[src/rtl/psram_wr_pkg.sv]
package psram_wr_pkg;

  typedef enum logic [3:0] {
    ST_IDLE,
    ST_ADDR_SETUP,
    ST_ADV_PULSE,
    ST_ADDR_HOLD,
    ST_DATA_DRIVE,
    ST_WRITE_PULSE,
    ST_DATA_HOLD,
    ST_RECOVER,
    ST_DONE
  } wrState_e;

  // strobes from sequencer to datapath
  typedef struct packed {
    logic load;     // capture request
    logic csAct;    // chip select active
    logic advAct;   // address latch active
    logic weAct;    // write window active
    logic busDrv;   // drive shared bus
    logic selData;  // shared bus carries data, else address
    logic done;     // completion pulse
    logic busy;     // cycle in flight
  } wrStrobe_t;

endpackage

[src/rtl/psram_wr_ctrl.sv]
module psram_wr_ctrl
  import psram_wr_pkg::*;
#(
  parameter int T_AS  = 2,
  parameter int T_ADV = 2,
  parameter int T_AH  = 1,
  parameter int T_DS  = 1,
  parameter int T_WP  = 3,
  parameter int T_DH  = 2,
  parameter int T_REC = 3
) (
  input  logic       clk,
  input  logic       rst_n,
  input  logic       startReq,
  output wrStrobe_t  strobe
);

  function automatic int maxOf(input int a, input int b);
    return (a > b) ? a : b;
  endfunction

  localparam int MAX_T = maxOf(maxOf(maxOf(T_AS, T_ADV), maxOf(T_AH, T_DS)),
                               maxOf(maxOf(T_WP, T_DH), T_REC));
  localparam int CNT_W = (MAX_T < 2) ? 1 : $clog2(MAX_T);

  wrState_e          state, nextState;
  logic [CNT_W-1:0]  cnt;
  logic              cntZero;

  assign cntZero = (cnt == '0);

  // reload value is the state length minus one
  function automatic logic [CNT_W-1:0] loadFor(input wrState_e s);
    case (s)
      ST_ADDR_SETUP:  return CNT_W'(T_AS - 1);
      ST_ADV_PULSE:   return CNT_W'(T_ADV - 1);
      ST_ADDR_HOLD:   return CNT_W'(T_AH - 1);
      ST_DATA_DRIVE:  return CNT_W'(T_DS - 1);
      ST_WRITE_PULSE: return CNT_W'(T_WP - 1);
      ST_DATA_HOLD:   return CNT_W'(T_DH - 1);
      ST_RECOVER:     return CNT_W'(T_REC - 1);
      default:        return '0;
    endcase
  endfunction

  always_comb begin
    nextState = state;
    case (state)
      ST_IDLE:        if (startReq) nextState = ST_ADDR_SETUP;
      ST_ADDR_SETUP:  if (cntZero)  nextState = ST_ADV_PULSE;
      ST_ADV_PULSE:   if (cntZero)  nextState = ST_ADDR_HOLD;
      ST_ADDR_HOLD:   if (cntZero)  nextState = ST_DATA_DRIVE;
      ST_DATA_DRIVE:  if (cntZero)  nextState = ST_WRITE_PULSE;
      ST_WRITE_PULSE: if (cntZero)  nextState = ST_DATA_HOLD;
      ST_DATA_HOLD:   if (cntZero)  nextState = ST_RECOVER;
      ST_RECOVER:     if (cntZero)  nextState = ST_DONE;
      ST_DONE:                      nextState = ST_IDLE;
      default:                      nextState = ST_IDLE;
    endcase
  end

  always_ff @(posedge clk or negedge rst_n) begin
    if (!rst_n) begin
      state <= ST_IDLE;
      cnt   <= '0;
    end else begin
      state <= nextState;
      if (nextState != state) begin
        cnt <= loadFor(nextState);
      end else if (!cntZero) begin
        cnt <= cnt - 1'b1;
      end
    end
  end

  always_comb begin
    strobe         = '0;
    strobe.load    = (state == ST_IDLE) && startReq;
    strobe.busy    = (state != ST_IDLE);
    strobe.done    = (state == ST_DONE);
    strobe.advAct  = (state == ST_ADV_PULSE);
    strobe.weAct   = (state == ST_WRITE_PULSE);
    strobe.selData = (state == ST_DATA_DRIVE) || (state == ST_WRITE_PULSE) ||
                     (state == ST_DATA_HOLD);
    strobe.csAct   = (state == ST_ADDR_SETUP) || (state == ST_ADV_PULSE) ||
                     (state == ST_ADDR_HOLD)  || strobe.selData;
    strobe.busDrv  = strobe.csAct;
  end

endmodule

[src/rtl/psram_wr_dp.sv]
module psram_wr_dp
  import psram_wr_pkg::*;
#(
  parameter int ADDR_W = 21,
  parameter int DATA_W = 16
) (
  input  logic                        clk,
  input  logic                        rst_n,
  input  wrStrobe_t                   strobe,
  input  logic [ADDR_W-1:0]           reqAddr,
  input  logic [DATA_W-1:0]           reqData,
  input  logic [DATA_W/8-1:0]         reqBe,
  output logic                        csN,
  output logic                        advN,
  output logic                        weN,
  output logic [DATA_W/8-1:0]         laneN,
  output logic [ADDR_W-DATA_W-1:0]    addrHi,
  output logic [DATA_W-1:0]           adqOut,
  output logic                        adqOe,
  output logic                        done,
  output logic                        busy
);

  localparam int LANES = DATA_W / 8;
  localparam int HI_W  = ADDR_W - DATA_W;

  logic [ADDR_W-1:0] addrQ;
  logic [DATA_W-1:0] dataQ;
  logic [LANES-1:0]  beQ;

  // request capture
  always_ff @(posedge clk or negedge rst_n) begin
    if (!rst_n) begin
      addrQ <= '0;
      dataQ <= '0;
      beQ   <= '0;
    end else if (strobe.load) begin
      addrQ <= reqAddr;
      dataQ <= reqData;
      beQ   <= reqBe;
    end
  end

  // registered pins
  always_ff @(posedge clk or negedge rst_n) begin
    if (!rst_n) begin
      csN    <= 1'b1;
      advN   <= 1'b1;
      weN    <= 1'b1;
      adqOe  <= 1'b0;
      adqOut <= '0;
      addrHi <= '0;
      done   <= 1'b0;
      busy   <= 1'b0;
    end else begin
      csN    <= ~strobe.csAct;
      advN   <= ~strobe.advAct;
      weN    <= ~strobe.weAct;
      adqOe  <= strobe.busDrv;
      adqOut <= strobe.selData ? dataQ : addrQ[DATA_W-1:0];
      addrHi <= addrQ[ADDR_W-1 -: HI_W];
      done   <= strobe.done;
      busy   <= strobe.busy;
    end
  end

  // one lane register per byte
  for (genvar g = 0; g < LANES; g++) begin : g_lane
    always_ff @(posedge clk or negedge rst_n) begin
      if (!rst_n) laneN[g] <= 1'b1;
      else        laneN[g] <= ~(strobe.weAct & beQ[g]);
    end
  end

endmodule

[src/rtl/mux_psram_wr.sv]
module mux_psram_wr
  import psram_wr_pkg::*;
#(
  parameter int ADDR_W = 21,
  parameter int DATA_W = 16,
  parameter int T_AS   = 2,
  parameter int T_ADV  = 2,
  parameter int T_AH   = 1,
  parameter int T_DS   = 1,
  parameter int T_WP   = 3,
  parameter int T_DH   = 2,
  parameter int T_REC  = 3
) (
  input  logic                     clk,
  input  logic                     rst_n,
  input  logic                     startReq,
  input  logic [ADDR_W-1:0]        reqAddr,
  input  logic [DATA_W-1:0]        reqData,
  input  logic [1:0]               reqBe,
  output logic                     doneOut,
  output logic                     busyOut,
  output logic                     memCsN,
  output logic                     memAdvN,
  output logic                     memWeN,
  output logic                     memUbN,
  output logic                     memLbN,
  output logic [ADDR_W-DATA_W-1:0] memAddrHi,
  output logic [DATA_W-1:0]        memAdqOut,
  output logic                     memAdqOe
);

  localparam int LANES = DATA_W / 8;

  wrStrobe_t        strobe;
  logic [LANES-1:0] laneN;

  psram_wr_ctrl #(
    .T_AS(T_AS), .T_ADV(T_ADV), .T_AH(T_AH), .T_DS(T_DS),
    .T_WP(T_WP), .T_DH(T_DH), .T_REC(T_REC)
  ) u_ctrl (
    .clk      (clk),
    .rst_n    (rst_n),
    .startReq (startReq),
    .strobe   (strobe)
  );

  psram_wr_dp #(
    .ADDR_W(ADDR_W), .DATA_W(DATA_W)
  ) u_dp (
    .clk     (clk),
    .rst_n   (rst_n),
    .strobe  (strobe),
    .reqAddr (reqAddr),
    .reqData (reqData),
    .reqBe   (reqBe),
    .csN     (memCsN),
    .advN    (memAdvN),
    .weN     (memWeN),
    .laneN   (laneN),
    .addrHi  (memAddrHi),
    .adqOut  (memAdqOut),
    .adqOe   (memAdqOe),
    .done    (doneOut),
    .busy    (busyOut)
  );

  assign memLbN = laneN[0];
  assign memUbN = laneN[LANES-1];

endmodule

[config.mk]
export PLATFORM = sky130hd
export DESIGN_NAME = mux_psram_wr
export DESIGN_NICKNAME = d
export VERILOG_FILES = /design/src/rtl/psram_wr_pkg.sv /design/src/rtl/psram_wr_ctrl.sv /design/src/rtl/psram_wr_dp.sv /design/src/rtl/mux_psram_wr.sv
export SDC_FILE = /design/constraint.sdc
export NUM_CORES = 1
export LEC_CHECK = 0
export ABC_AREA = 1
export BUFFER_PORTS_ARGS = -buffer_cell sky130_fd_sc_hd__buf_2
export CORE_MARGIN = 8
export CORE_UTILIZATION = 56
export DETAILED_ROUTE_END_ITERATION = 6
export GPL_TIMING_DRIVEN = 0
export HOLD_SLACK_MARGIN = 0.12
export PLACE_DENSITY_LB_ADDON = 0.05
export SLEW_MARGIN = 40
export SYNTH_ARGS = -nofsm -noshare
export SYNTH_HDL_FRONTEND = slang
export SYNTH_SLANG_ARGS = --single-unit
[constraint.sdc]
create_clock -name clk -period 2.4 [get_ports clk]
set_input_delay 0.12 -clock clk [delete_from_list [all_inputs] [get_ports clk]]
set_output_delay 0.12 -clock clk [all_outputs]
set_load 0.005 [all_outputs]
==> results of run 1 <==
==> cell usage after synthesis <==
cell       n  area, µm²
dfrtp_1   69       1730
nand2_1   32        120
inv_1     29        109
nor2_1    26       97.6
mux2_2    23        259
a21oi_1   18       90.1
o21ai_0   17       85.1
nand3_1    8       40.0
buf_2      7       35.0
dfstp_2    5        131
buf_4      3       22.5
nor2_4     3       33.8
inv_2      2       7.51
nand2_2    2       12.5
nand4_1    2       12.5
a21oi_2    1       8.76
buf_6      1       11.3
clkbuf_1   1       3.75
ha_1       1       12.5
nand3_2    1       10.0
nand3_4    1       17.5
nor4_1     1       6.26
o21a_1     1       7.51
o21ai_1    1       5.00
o21ai_2    1       8.76
xnor2_1    1       8.76
==> how the worst min path moves through the flow <==
| stage | cells past startpoint | endpoint | startpoint | slack, ps |
|---|---|---|---|---|
| floorplan | 0 | u_ctrl.cnt[0] | rst_n | -180 |
| global placement | 2 | u_dp.addrQ[9] | reqAddr[9] | 350 |
| detailed placement | 1 | u_ctrl.cnt[1] | rst_n | 20 |
| CTS | 2 | u_dp.addrHi[0] | rst_n | 220 |
| global route | 2 | u_dp.addrQ[12] | rst_n | 240 |
| finish | 2 | u_ctrl.cnt[0] | rst_n | 220 |
==> metrics by stage <==
step	area, µm²	util (%)	power (mW)	std cells	hold WS (ps)
2_1_floorplan	2880	-	3.29	257	-176
5_1_grt	3920	77.7	5.13	454	238
3_5_place_dp	3350	66.4	3.91	398	15.4
4_1_cts	3920	77.7	4.79	454	225
6_report	3920	77.7	4.75	454	216
3_3_place_gp	3320	65.9	3.81	397	351
==> layout make-up <==
cell class              count  area (µm²)
plain buffers              12        72.6
clock buffers              10         128
clock inverters             6        43.8
fillers                   352        1120
inverters                  31         116
multi-input cells         140         836
flip-flops and latches     74        1860
well taps                  70        87.6
repair buffers            111         777
==> kinds of logic after synthesis <==
family	after synthesis
muxes	23
adders and majority gates	1
buffers and inverters	43
and+or+nand+nor	76
DFF	74
xor gates and xnor gates	1
AOI/OAI and AO/OA	39
==> power by group <==
group / internal [mW] / switching, mW
Sequential: 1.87 / 0.214
Combinational: 0.816 / 1.02
Clock: 0.376 / 0.456
==> timing repair <==
| action | in CTS | in global routing |
|---|---|---|
| hold buffers | 40 | 0 |
| setup endpoints to repair | 0 | 0 |
| hold endpoints to repair | 110 | 0 |
| buffers inserted | 0 | 0 |
==> cells in the final DEF, fill, tap and decap left out, drive strengths merged <==
master       synthesis  layout
dlygate4sd3          0      40
nand3               10      10
clkinvlp             0       1
a21oi               19      19
clkbuf               1      11
xnor2                1       1
nor4                 1       1
ha                   1       1
o21ai               19      19
clkinv               0       5
dfstp                5       5
o21a                 1       1
nor2                29      29
dfrtp               69      69
mux2                23      23
nand4                2       2
inv                 31      31
buf                 11      82
nand2               34      34
==> sequential cells by signal (all words and copies together), names as in the netlist, 2 cells and up <==
name,cells
u_dp.addrHi,5
u_ctrl.cnt,2
u_ctrl.state,4
u_dp.beQ,2
u_dp.addrQ,21
u_dp.laneN,2
u_dp.dataQ,16
u_dp.adqOut,16
==> metal layers <==
layer | up-vias | GRT usage, % | part of all wire (%)
met1 | 1041 | 21.2 | 42
met2 | 57 | 30.8 | 50
li1 | 1062 | - | -
met5 | - | 0 | 0
met4 | 0 | 8.59 | 2.0
met3 | 15 | 4.78 | 5.3
==> results.json, run 1 <==
{
  "crit_start": "u_ctrl.cnt[0]",
  "grt_pass1_wl_mm": 10.7,
  "fmax_mhz": 637,
  "ys_seq_elements": 74,
  "fin_tns_setup_ps": 0,
  "grt_use_total_pct": 18.3,
  "syn_avg_cell_area_um2": 11.2,
  "grt-ovfl-total": 0,
  "htree_levels": 3,
  "drc_errors": 0,
  "setup_violations": 0,
  "maxSlewViolCount": 0,
  "antenna_found_initial": 0,
  "synth_compound_area_share_pct": 7.12,
  "postRouteAntennaNets": 0,
  "power_density_nw_per_um2": 1210,
  "clock_latency_ps": 350,
  "worstSetupPathDepth": 10,
  "synth-seq-area-share_pct": 64.5,
  "skew_ps": 9.35,
  "dieArea_um2": 7700,
  "fin_nets": 422,
  "hold_violations": 0,
  "synth_top_family_by_area": "simple AND/OR/NAND/NOR gates",
  "cts.sinks": 74,
  "p_leak_nw": 1.97,
  "drt_first_pass_iters": 4,
  "first_iter_violations": 64,
  "root_buffer": "clkbuf_8",
  "period_share_pct": 65.4,
  "clk_path_buf_depth": 2,
  "slowest_delay_ps": 370,
  "synthXorXnorAreaFrac_pct": 0.304,
  "startpoint_type": "flip-flop",
  "finalWirelength_mm": 6.29,
  "cts.clk_slew.worst_paths_ps": 70,
  "r2r_cells": 10,
  "min_period_ps": 1570,
  "critPathArrivalTime_ps": 1850,
  "crit_required_ps": 2680,
  "rr_endpoint": "u_ctrl.cnt[0]",
  "portBuffers": 70,
  "path_buf_inv": 3,
  "cp-end-kind": "flip-flop",
  "wl_per_cell_um": 13.9,
  "yosys_warnings": 0,
  "drive_above_1_share_pct": 35.4,
  "cts_buffers": 9,
  "gp_congestion": 0.811,
  "grt_pass1_vias": 2298,
  "drv_cap": 0,
  "rsz0062_at_grt": "false",
  "irDropWorstVdd_mv": 0.693,
  "synth-simple-area-share_pct": 12.2,
  "place_ws_ps": 839,
  "cts_tree": "done",
  "syn_inst": 257,
  "cp_top_family": "flip-flops",
  "synth_area_um2": 2880,
  "setup_ws_ps": 831,
  "reg2reg_slack_ps": 830,
  "area_growth_pct": 35.9,
  "crit_end": "u_ctrl.cnt[0]",
  "ios": 71,
  "r2r-start": "u_ctrl.cnt[0]",
  "rows": 26,
  "viasPerCell": 4.79,
  "synthMuxAreaShare_pct": 8.98,
  "grt_max_degree": 44,
  "slowest_stage": "dfrtp_1",
  "via_count": 2175,
  "mappedNetlistNets": 300,
  "synth_adder_area_share_pct": 0.434,
  "die_x_um": 87.8,
  "tightest_slew_ps": 453,
  "die_y_um": 87.8,
  "yosysUniqueCellTypes": 26,
  "core-area_um2": 5040,
  "antennaDiodeCount": 0,
  "start_util_pct": 57.2,
  "path_cells": "inv_1 > ha_1 > buf_2 > nand3_1 > nand2_1 > a21oi_1 > inv_1 > nand2_1 > nand3_1 > a21oi_2",
  "dp_hpwl_mm": 4.17,
  "cp_max_fo": 8,
  "critPathKind": "flip-flop to flip-flop",
  "hold_path.class": "primary input to asynchronous set/reset pin",
  "slew_headroom_pct": 69.8,
  "cts_resized": 0,
  "status": "complete, no violations"
}
Note: power is estimated with default switching activity, not from simulation.
==> run 2: changes to the inputs <==
--- a/config.mk
+++ b/config.mk
@@ -5,10 +5,10 @@
 export SDC_FILE = /design/constraint.sdc
 export NUM_CORES = 1
 export LEC_CHECK = 0
-export ABC_AREA = 1
+export ABC_AREA = 0
 export BUFFER_PORTS_ARGS = -buffer_cell sky130_fd_sc_hd__buf_2
 export CORE_MARGIN = 8
-export CORE_UTILIZATION = 56
+export CORE_UTILIZATION = 47
 export DETAILED_ROUTE_END_ITERATION = 6
 export GPL_TIMING_DRIVEN = 0
 export HOLD_SLACK_MARGIN = 0.12
==> constraint.sdc (replaced) <==
create_clock -name clk -period 1.3 [get_ports clk]
set_input_delay 0.065 -clock clk [delete_from_list [all_inputs] [get_ports clk]]
set_output_delay 0.065 -clock clk [all_outputs]
set_load 0.005 [all_outputs]
==> results.json, run 2 <==
{
  "via_count": 1840,
  "tightest_slew_ps": 305,
  "clock_latency_ps": 330,
  "startpoint_type": "flip-flop",
  "cts.sinks": 74,
  "synth_area_um2": 2820,
  "cp_max_fo": 5,
  "synth.largest_area_cell": "dfrtp_1",
  "rows": 28,
  "cp-end-kind": "flip-flop",
  "cp_top_family": "simple AND/OR/NAND/NOR gates",
  "grt_pass1_vias": 2061,
  "slowest_stage": "dfrtp_1",
  "synth-seq-area-share_pct": 65.9,
  "drive_above_1_share_pct": 56.0,
  "ys_seq_elements": 74,
  "synth_top_area_share_pct": 61.3,
  "area_growth_pct": 47.8,
  "fin_nets": 356,
  "multiInputGateArea_um2": 940,
  "final_area_um2": 4170,
  "htree_levels": 3,
  "ios": 71,
  "fmax_mhz": 655,
  "setup_violations": 56,
  "finalWirelength_mm": 5.93,
  "postRouteAntennaNets": 0,
  "seq_power_share_pct": 41.5,
  "crit_required_ps": 1520,
  "hold_path.class": "primary input to asynchronous set/reset pin",
  "skew_ps": 9.21,
  "portBuffers": 70,
  "root_buffer": "clkbuf_8",
  "path_cells": "nor4_2 > nand2_1 > buf_6 > buf_12 > mux2_4",
  "clk_path_buf_depth": 2,
  "dp_hpwl_mm": 3.71,
  "grt_pass1_wl_mm": 9.85,
  "path_buf_inv": 2,
  "period_share_pct": 117,
  "grt-ovfl-total": 0,
  "critPathKind": "flip-flop to flip-flop",
  "drv_cap": 0,
  "core-area_um2": 5850,
  "maxSlewViolCount": 0,
  "power_frac_clock_pct": 19.1,
  "regArea_um2": 1860,
  "cts.clk_slew.worst_paths_ps": 80,
  "wl_per_cell_um": 15.1,
  "p_int_mw": 6.71,
  "die_y_um": 93.4,
  "violations": "negative setup slack",
  "yosysUniqueCellTypes": 27,
  "drt_first_pass_iters": 3,
  "first_iter_violations": 30,
  "status": "complete, but fails checks",
  "grt_max_degree": 43,
  "fillers": 414,
  "fin_tns_setup_ps": -9260,
  "antennaDiodeCount": 0,
  "ys_top_cells_by_count": "69 x dfrtp_1, 46 x mux2_2, 10 x mux2_4",
  "rsz0062_at_grt": "true",
  "post-synth-top-count-cell": "dfrtp_1",
  "syn_inst": 178,
  "setup_ws_ps": -227,
  "mappedNetlistNets": 221,
  "irDropWorstVdd_mv": 1.03,
  "largest-register": "u_dp.addrQ",
  "reg_top3": "u_dp.addrQ (21), u_dp.adqOut (16), u_dp.dataQ (16)",
  "die_x_um": 93.4,
  "gp_congestion": 0.753,
  "syn_avg_cell_area_um2": 15.8,
  "synth_area_leaders": "dfrtp_1 61%, mux2_2 18%, mux2_4 5.3%",
  "largest_register_ff_count": 21,
  "dieArea_um2": 8730,
  "yosys_warnings": 0,
  "antenna_found_initial": 0,
  "power_density_nw_per_um2": 2250,
  "synth_edf_count": 0,
  "p_leak_nw": 1.99,
  "most-common-layout-cells": "69 x buf_2, 69 x dfrtp_1, 45 x mux2_2, 41 x dlygate4sd3_1, 11 x mux2_4",
  "critPathArrivalTime_ps": 1740,
  "grt_use_total_pct": 14.4,
  "switching_share_pct": 28.5,
  "min_period_ps": 1530,
  "hold_violations": 0,
  "start_util_pct": 48.2,
  "p_comb_share_pct": 39.4,
  "async_flop_share_pct": 100,
  "synth_top_flop_cell": "dfrtp_1",
  "cts_buffers": 9,
  "viasPerCell": 4.68,
  "cts_tree": "done",
  "placed_area_um2": 3300,
  "p_switching_mw": 2.67,
  "drc_errors": 0,
  "slew_headroom_pct": 79.7,
  "slowest_delay_ps": 390
}
## run 2: cell count changes after synthesis, sizes merged, moves of 2 or more
cell / before / now
nand3: 10 / 2
nor2: 29 / 4
nand4: 2 / 0
a21oi: 19 / 2
o21ai: 19 / 2
mux2: 23 / 56
inv: 31 / 7
nand2: 34 / 6
buf: 11 / 9
nor3: 0 / 2
xor2: 0 / 2
o211a: 0 / 2
## run 2: per-stage QoR
step | setup slack, ps | utilization [%] | hold slack (ps) | std cells | power (mW)
after CTS | -242 | 68.6 | 168 | 387 | 9.03
after detailed placement | -303 | 56.4 | -32.8 | 324 | 6.93
after global placement | -318 | 56.0 | 296 | 323 | 6.85
after floorplan | -175 | - | -231 | 178 | 5.96
after global routing | -316 | 71.2 | 205 | 393 | 10.0
final | -227 | 71.2 | 172 | 393 | 9.38
## run 2: final timing paths
path | startpoint | end | slack, ps | depth (start not counted)
hold / removal | rst_n | u_dp.adqOut[1] | 170 | 2
max in group asynchronous | rst_n | u_dp.csN | 560 | 3
min in group clk | u_dp.addrQ[16] | u_dp.addrHi[0] | 380 | 0
setup / recovery | u_ctrl.state[1] | u_dp.dataQ[14] | -230 | 5
setup reg to reg | u_ctrl.state[1] | u_dp.dataQ[14] | -230 | 5
hold reg to reg | u_dp.addrQ[16] | u_dp.addrHi[0] | 380 | 0
## run 2: cells by family after synthesis
family,count (synthesis),share of synthesized area [%]
buffers and inverters,16,2.84
AOI/OAI and AO/OA,8,2.13
and+or+nand+nor,21,4.31
xor gates and xnor gates,2,0.622
muxes,56,23.7
adders and majority gates,1,0.444
DFF,74,65.9
## run 2: cell type report
cell class	instances	area share, %
flip-flops and latches	74	44.6
repair buffers	124	21.9
clock buffers	11	3.39
inverters	7	0.751
well taps	75	2.25
clock inverters	5	1.50
multi-input cells	88	22.6
plain buffers	9	3.03
## run 2: routing by layer
metal | GRT usage, % | up-vias | routed length (µm)
met3 | 5.37 | 9 | 411
met1 | 17.4 | 893 | 2580
li1 | - | 891 | -
met5 | 0 | - | 0
met2 | 22.4 | 47 | 2840
met4 | 6.17 | 0 | 96
## run 2: power groups by stage
stage / clock network (mW) / logic (mW) / registers, mW
2_1_floorplan: 0 / 2.06 / 3.90
3_3_place_gp: 0 / 2.93 / 3.92
3_5_place_dp: 0 / 2.99 / 3.93
4_1_cts: 1.85 / 3.30 / 3.88
5_1_grt: 1.94 / 4.06 / 4.02
6_report: 1.79 / 3.70 / 3.89
## run 2: repair_timing
item	4_1_cts	5_1_grt
buffers inserted	5	6
hold buffers	41	0
setup endpoints to repair	58	64
resized for setup	10	30
cloned	1	0
pin swaps	2	3
hold endpoints to repair	109	0
==> run 3: changes to the inputs <==
--- a/config.mk
+++ b/config.mk
@@ -16,4 +16,5 @@
 export SLEW_MARGIN = 40
 export SYNTH_ARGS = -nofsm -noshare
 export SYNTH_HDL_FRONTEND = slang
+export SYNTH_HIERARCHICAL = 1
 export SYNTH_SLANG_ARGS = --single-unit
==> results.json, run 3 <==
{
  "first_iter_violations": 59,
  "hold_path.class": "primary input to asynchronous set/reset pin",
  "crit_required_ps": 1520,
  "post-synth-top-count-cell": "dfrtp_1",
  "core-area_um2": 5890,
  "drt_first_pass_iters": 4,
  "cts_tree": "done",
  "critPathKind": "flip-flop to flip-flop",
  "drv_cap": 0,
  "syn_avg_cell_area_um2": 15.8,
  "cts.clk_slew.worst_paths_ps": 80,
  "dieArea_um2": 8840,
  "fin_tns_setup_ps": -16060,
  "setup_ws_ps": -368,
  "antenna_found_initial": 0,
  "skew_ps": 10.5,
  "most-common-layout-cells": "69 x buf_2, 69 x dfrtp_1, 41 x dlygate4sd3_1, 29 x mux2_2, 26 x mux2_4",
  "ios": 71,
  "clk_path_buf_depth": 2,
  "root_buffer": "clkbuf_8",
  "synth_top_area_share_pct": 60.4,
  "grt_max_degree": 39,
  "drive_above_1_share_pct": 54.6,
  "critPathArrivalTime_ps": 1880,
  "cp_max_fo": 4,
  "drc_errors": 0,
  "r2r_cells": 8,
  "yosys_warnings": 6,
  "hold_violations": 0,
  "start_util_pct": 48.6,
  "synth_top_flop_cell": "dfrtp_1",
  "fmax_mhz": 599,
  "final_area_um2": 4180,
  "gp_congestion": 0.683,
  "maxSlewViolCount": 0,
  "power_density_nw_per_um2": 2260,
  "antennaDiodeCount": 0,
  "rr_endpoint": "u_dp/dataQ[4]",
  "rows": 28,
  "setup_violations": 55,
  "synth.largest_area_cell": "dfrtp_1",
  "tightest_slew_ps": 351,
  "p_leak_nw": 1.98,
  "die_y_um": 94.0,
  "synth-seq-area-share_pct": 65.0,
  "synth_area_leaders": "dfrtp_1 60%, mux2_2 18%, mux2_4 5.2%",
  "total_power_mw": 9.45,
  "clock_latency_ps": 330,
  "period_share_pct": 128,
  "ys_top_cells_by_count": "69 x dfrtp_1, 45 x mux2_2, 10 x mux2_4",
  "cts.sinks": 74,
  "fillers": 433,
  "grt_use_total_pct": 15.6,
  "via_count": 1881,
  "slew_headroom_pct": 76.6,
  "syn_inst": 181,
  "die_x_um": 94.0,
  "largest_register_ff_count": 21,
  "htree_levels": 3,
  "finalHoldWorstSlack_ps": 186,
  "dp_hpwl_mm": 3.77,
  "ys_seq_elements": 74,
  "largest-register": "u_dp/addrQ",
  "startpoint_type": "flip-flop",
  "fin_nets": 363,
  "status": "complete, but fails checks",
  "viasPerCell": 4.71,
  "postRouteAntennaNets": 0,
  "cp-end-kind": "flip-flop",
  "wl_per_cell_um": 15.9,
  "irDropWorstVdd_mv": 1.29,
  "yosysUniqueCellTypes": 28,
  "placed_area_um2": 3350,
  "mappedNetlistNets": 224,
  "synth_area_um2": 2860,
  "min_period_ps": 1670,
  "area_growth_pct": 46.2,
  "r2r-start": "u_ctrl/state[0]",
  "async_flop_share_pct": 100,
  "portBuffers": 70,
  "rsz0062_at_grt": "true",
  "grt_pass1_vias": 2197,
  "grt_pass1_wl_mm": 10.5,
  "finalWirelength_mm": 6.36,
  "grt-ovfl-total": 0,
  "reg_top3": "u_dp/addrQ (21), u_dp/adqOut (16), u_dp/dataQ (16)",
  "violations": "negative setup slack",
  "cts_buffers": 9,
  "reg2reg_slack_ps": -370,
  "synth_edf_count": 0
}
## run 3: cell types whose count changed after synthesis, moves of 3 or more
cell,previous run,this run
buf_2,7,2
buf_4,1,4
buf_6,1,4
nand2_1,6,3
nor2b_1,0,3
## run 3: layout make-up
class	instances	area, µm²	area share (%)
tap	75	93.8	2.24
clock buffer	11	131	3.14
buffer	8	93.8	2.24
timing repair buffer	131	997	23.9
multi-input combinational	90	963	23.0
inverter	6	22.5	0.539
sequential	74	1860	44.4
clock inverter	4	20.0	0.479
## run 3: logic make-up after synthesis
logic type	after synthesis	share of synthesized area (%)
xor gates and xnor gates	2	0.613
muxes	55	23.0
buffers and inverters	17	4.29
adders and majority gates	1	0.437
and+or+nand+nor	23	4.72
AOI/OAI and AO/OA	9	2.01
DFF	74	65.0
## run 3: repair_timing
item | in CTS | in global routing
endpoints found under the hold margin | 112 | 0
setup endpoints to repair | 55 | 55
cloned | 2 | 0
resized for setup | 22 | 14
hold buffers | 41 | 0
setup buffers | 11 | 7
pin swaps | 2 | 4
## run 3: worst max-delay path, stage by stage (launching register included)
cell	delay (ps)
dfrtp_1	370
buf_6	130
nor3_4	160
nand2b_1	130
nor2_4	150
buf_8	140
buf_6	100
buf_6	80
mux2_4	280
## run 3: power breakdown
part	switching [mW]	leakage, nW	internal [mW]
Combinational	1.48	1.02	2.58
Clock	0.770	0.0827	0.670
Sequential	0.471	0.872	3.47
## run 3: how the worst max path moves through the flow
| stage | slack [ps] | to | cells past startpoint | startpoint |
|---|---|---|---|---|
| finish | -370 | u_dp/dataQ[4] | 8 | u_ctrl/state[0] |
| global route | -450 | u_dp/dataQ[4] | 8 | u_ctrl/state[0] |
| CTS | -410 | u_dp/addrQ[19] | 8 | u_ctrl/state[2] |
| detailed placement | -550 | u_dp/addrQ[19] | 7 | u_ctrl/state[0] |
| global placement | -560 | u_dp/addrQ[17] | 7 | u_ctrl/state[0] |
| floorplan | -340 | u_dp/addrQ[10] | 7 | u_ctrl/state[0] |
## run 3: per-layer routing
metal	up-vias	global-route usage (%)	share of wire (%)
li1	896	-	-
met1	926	18.1	44
met2	49	26.3	49
met3	10	4.24	5.4
met4	0	6.74	1.5
met5	-	0	0
## run 3: stage by stage
stage	util [%]	cells	setup slack, ps
finish	71.0	399	-368
global route	71.0	399	-453
CTS	70.7	396	-414
detailed placement	56.9	327	-552
global placement	56.5	326	-555
floorplan	-	181	-344
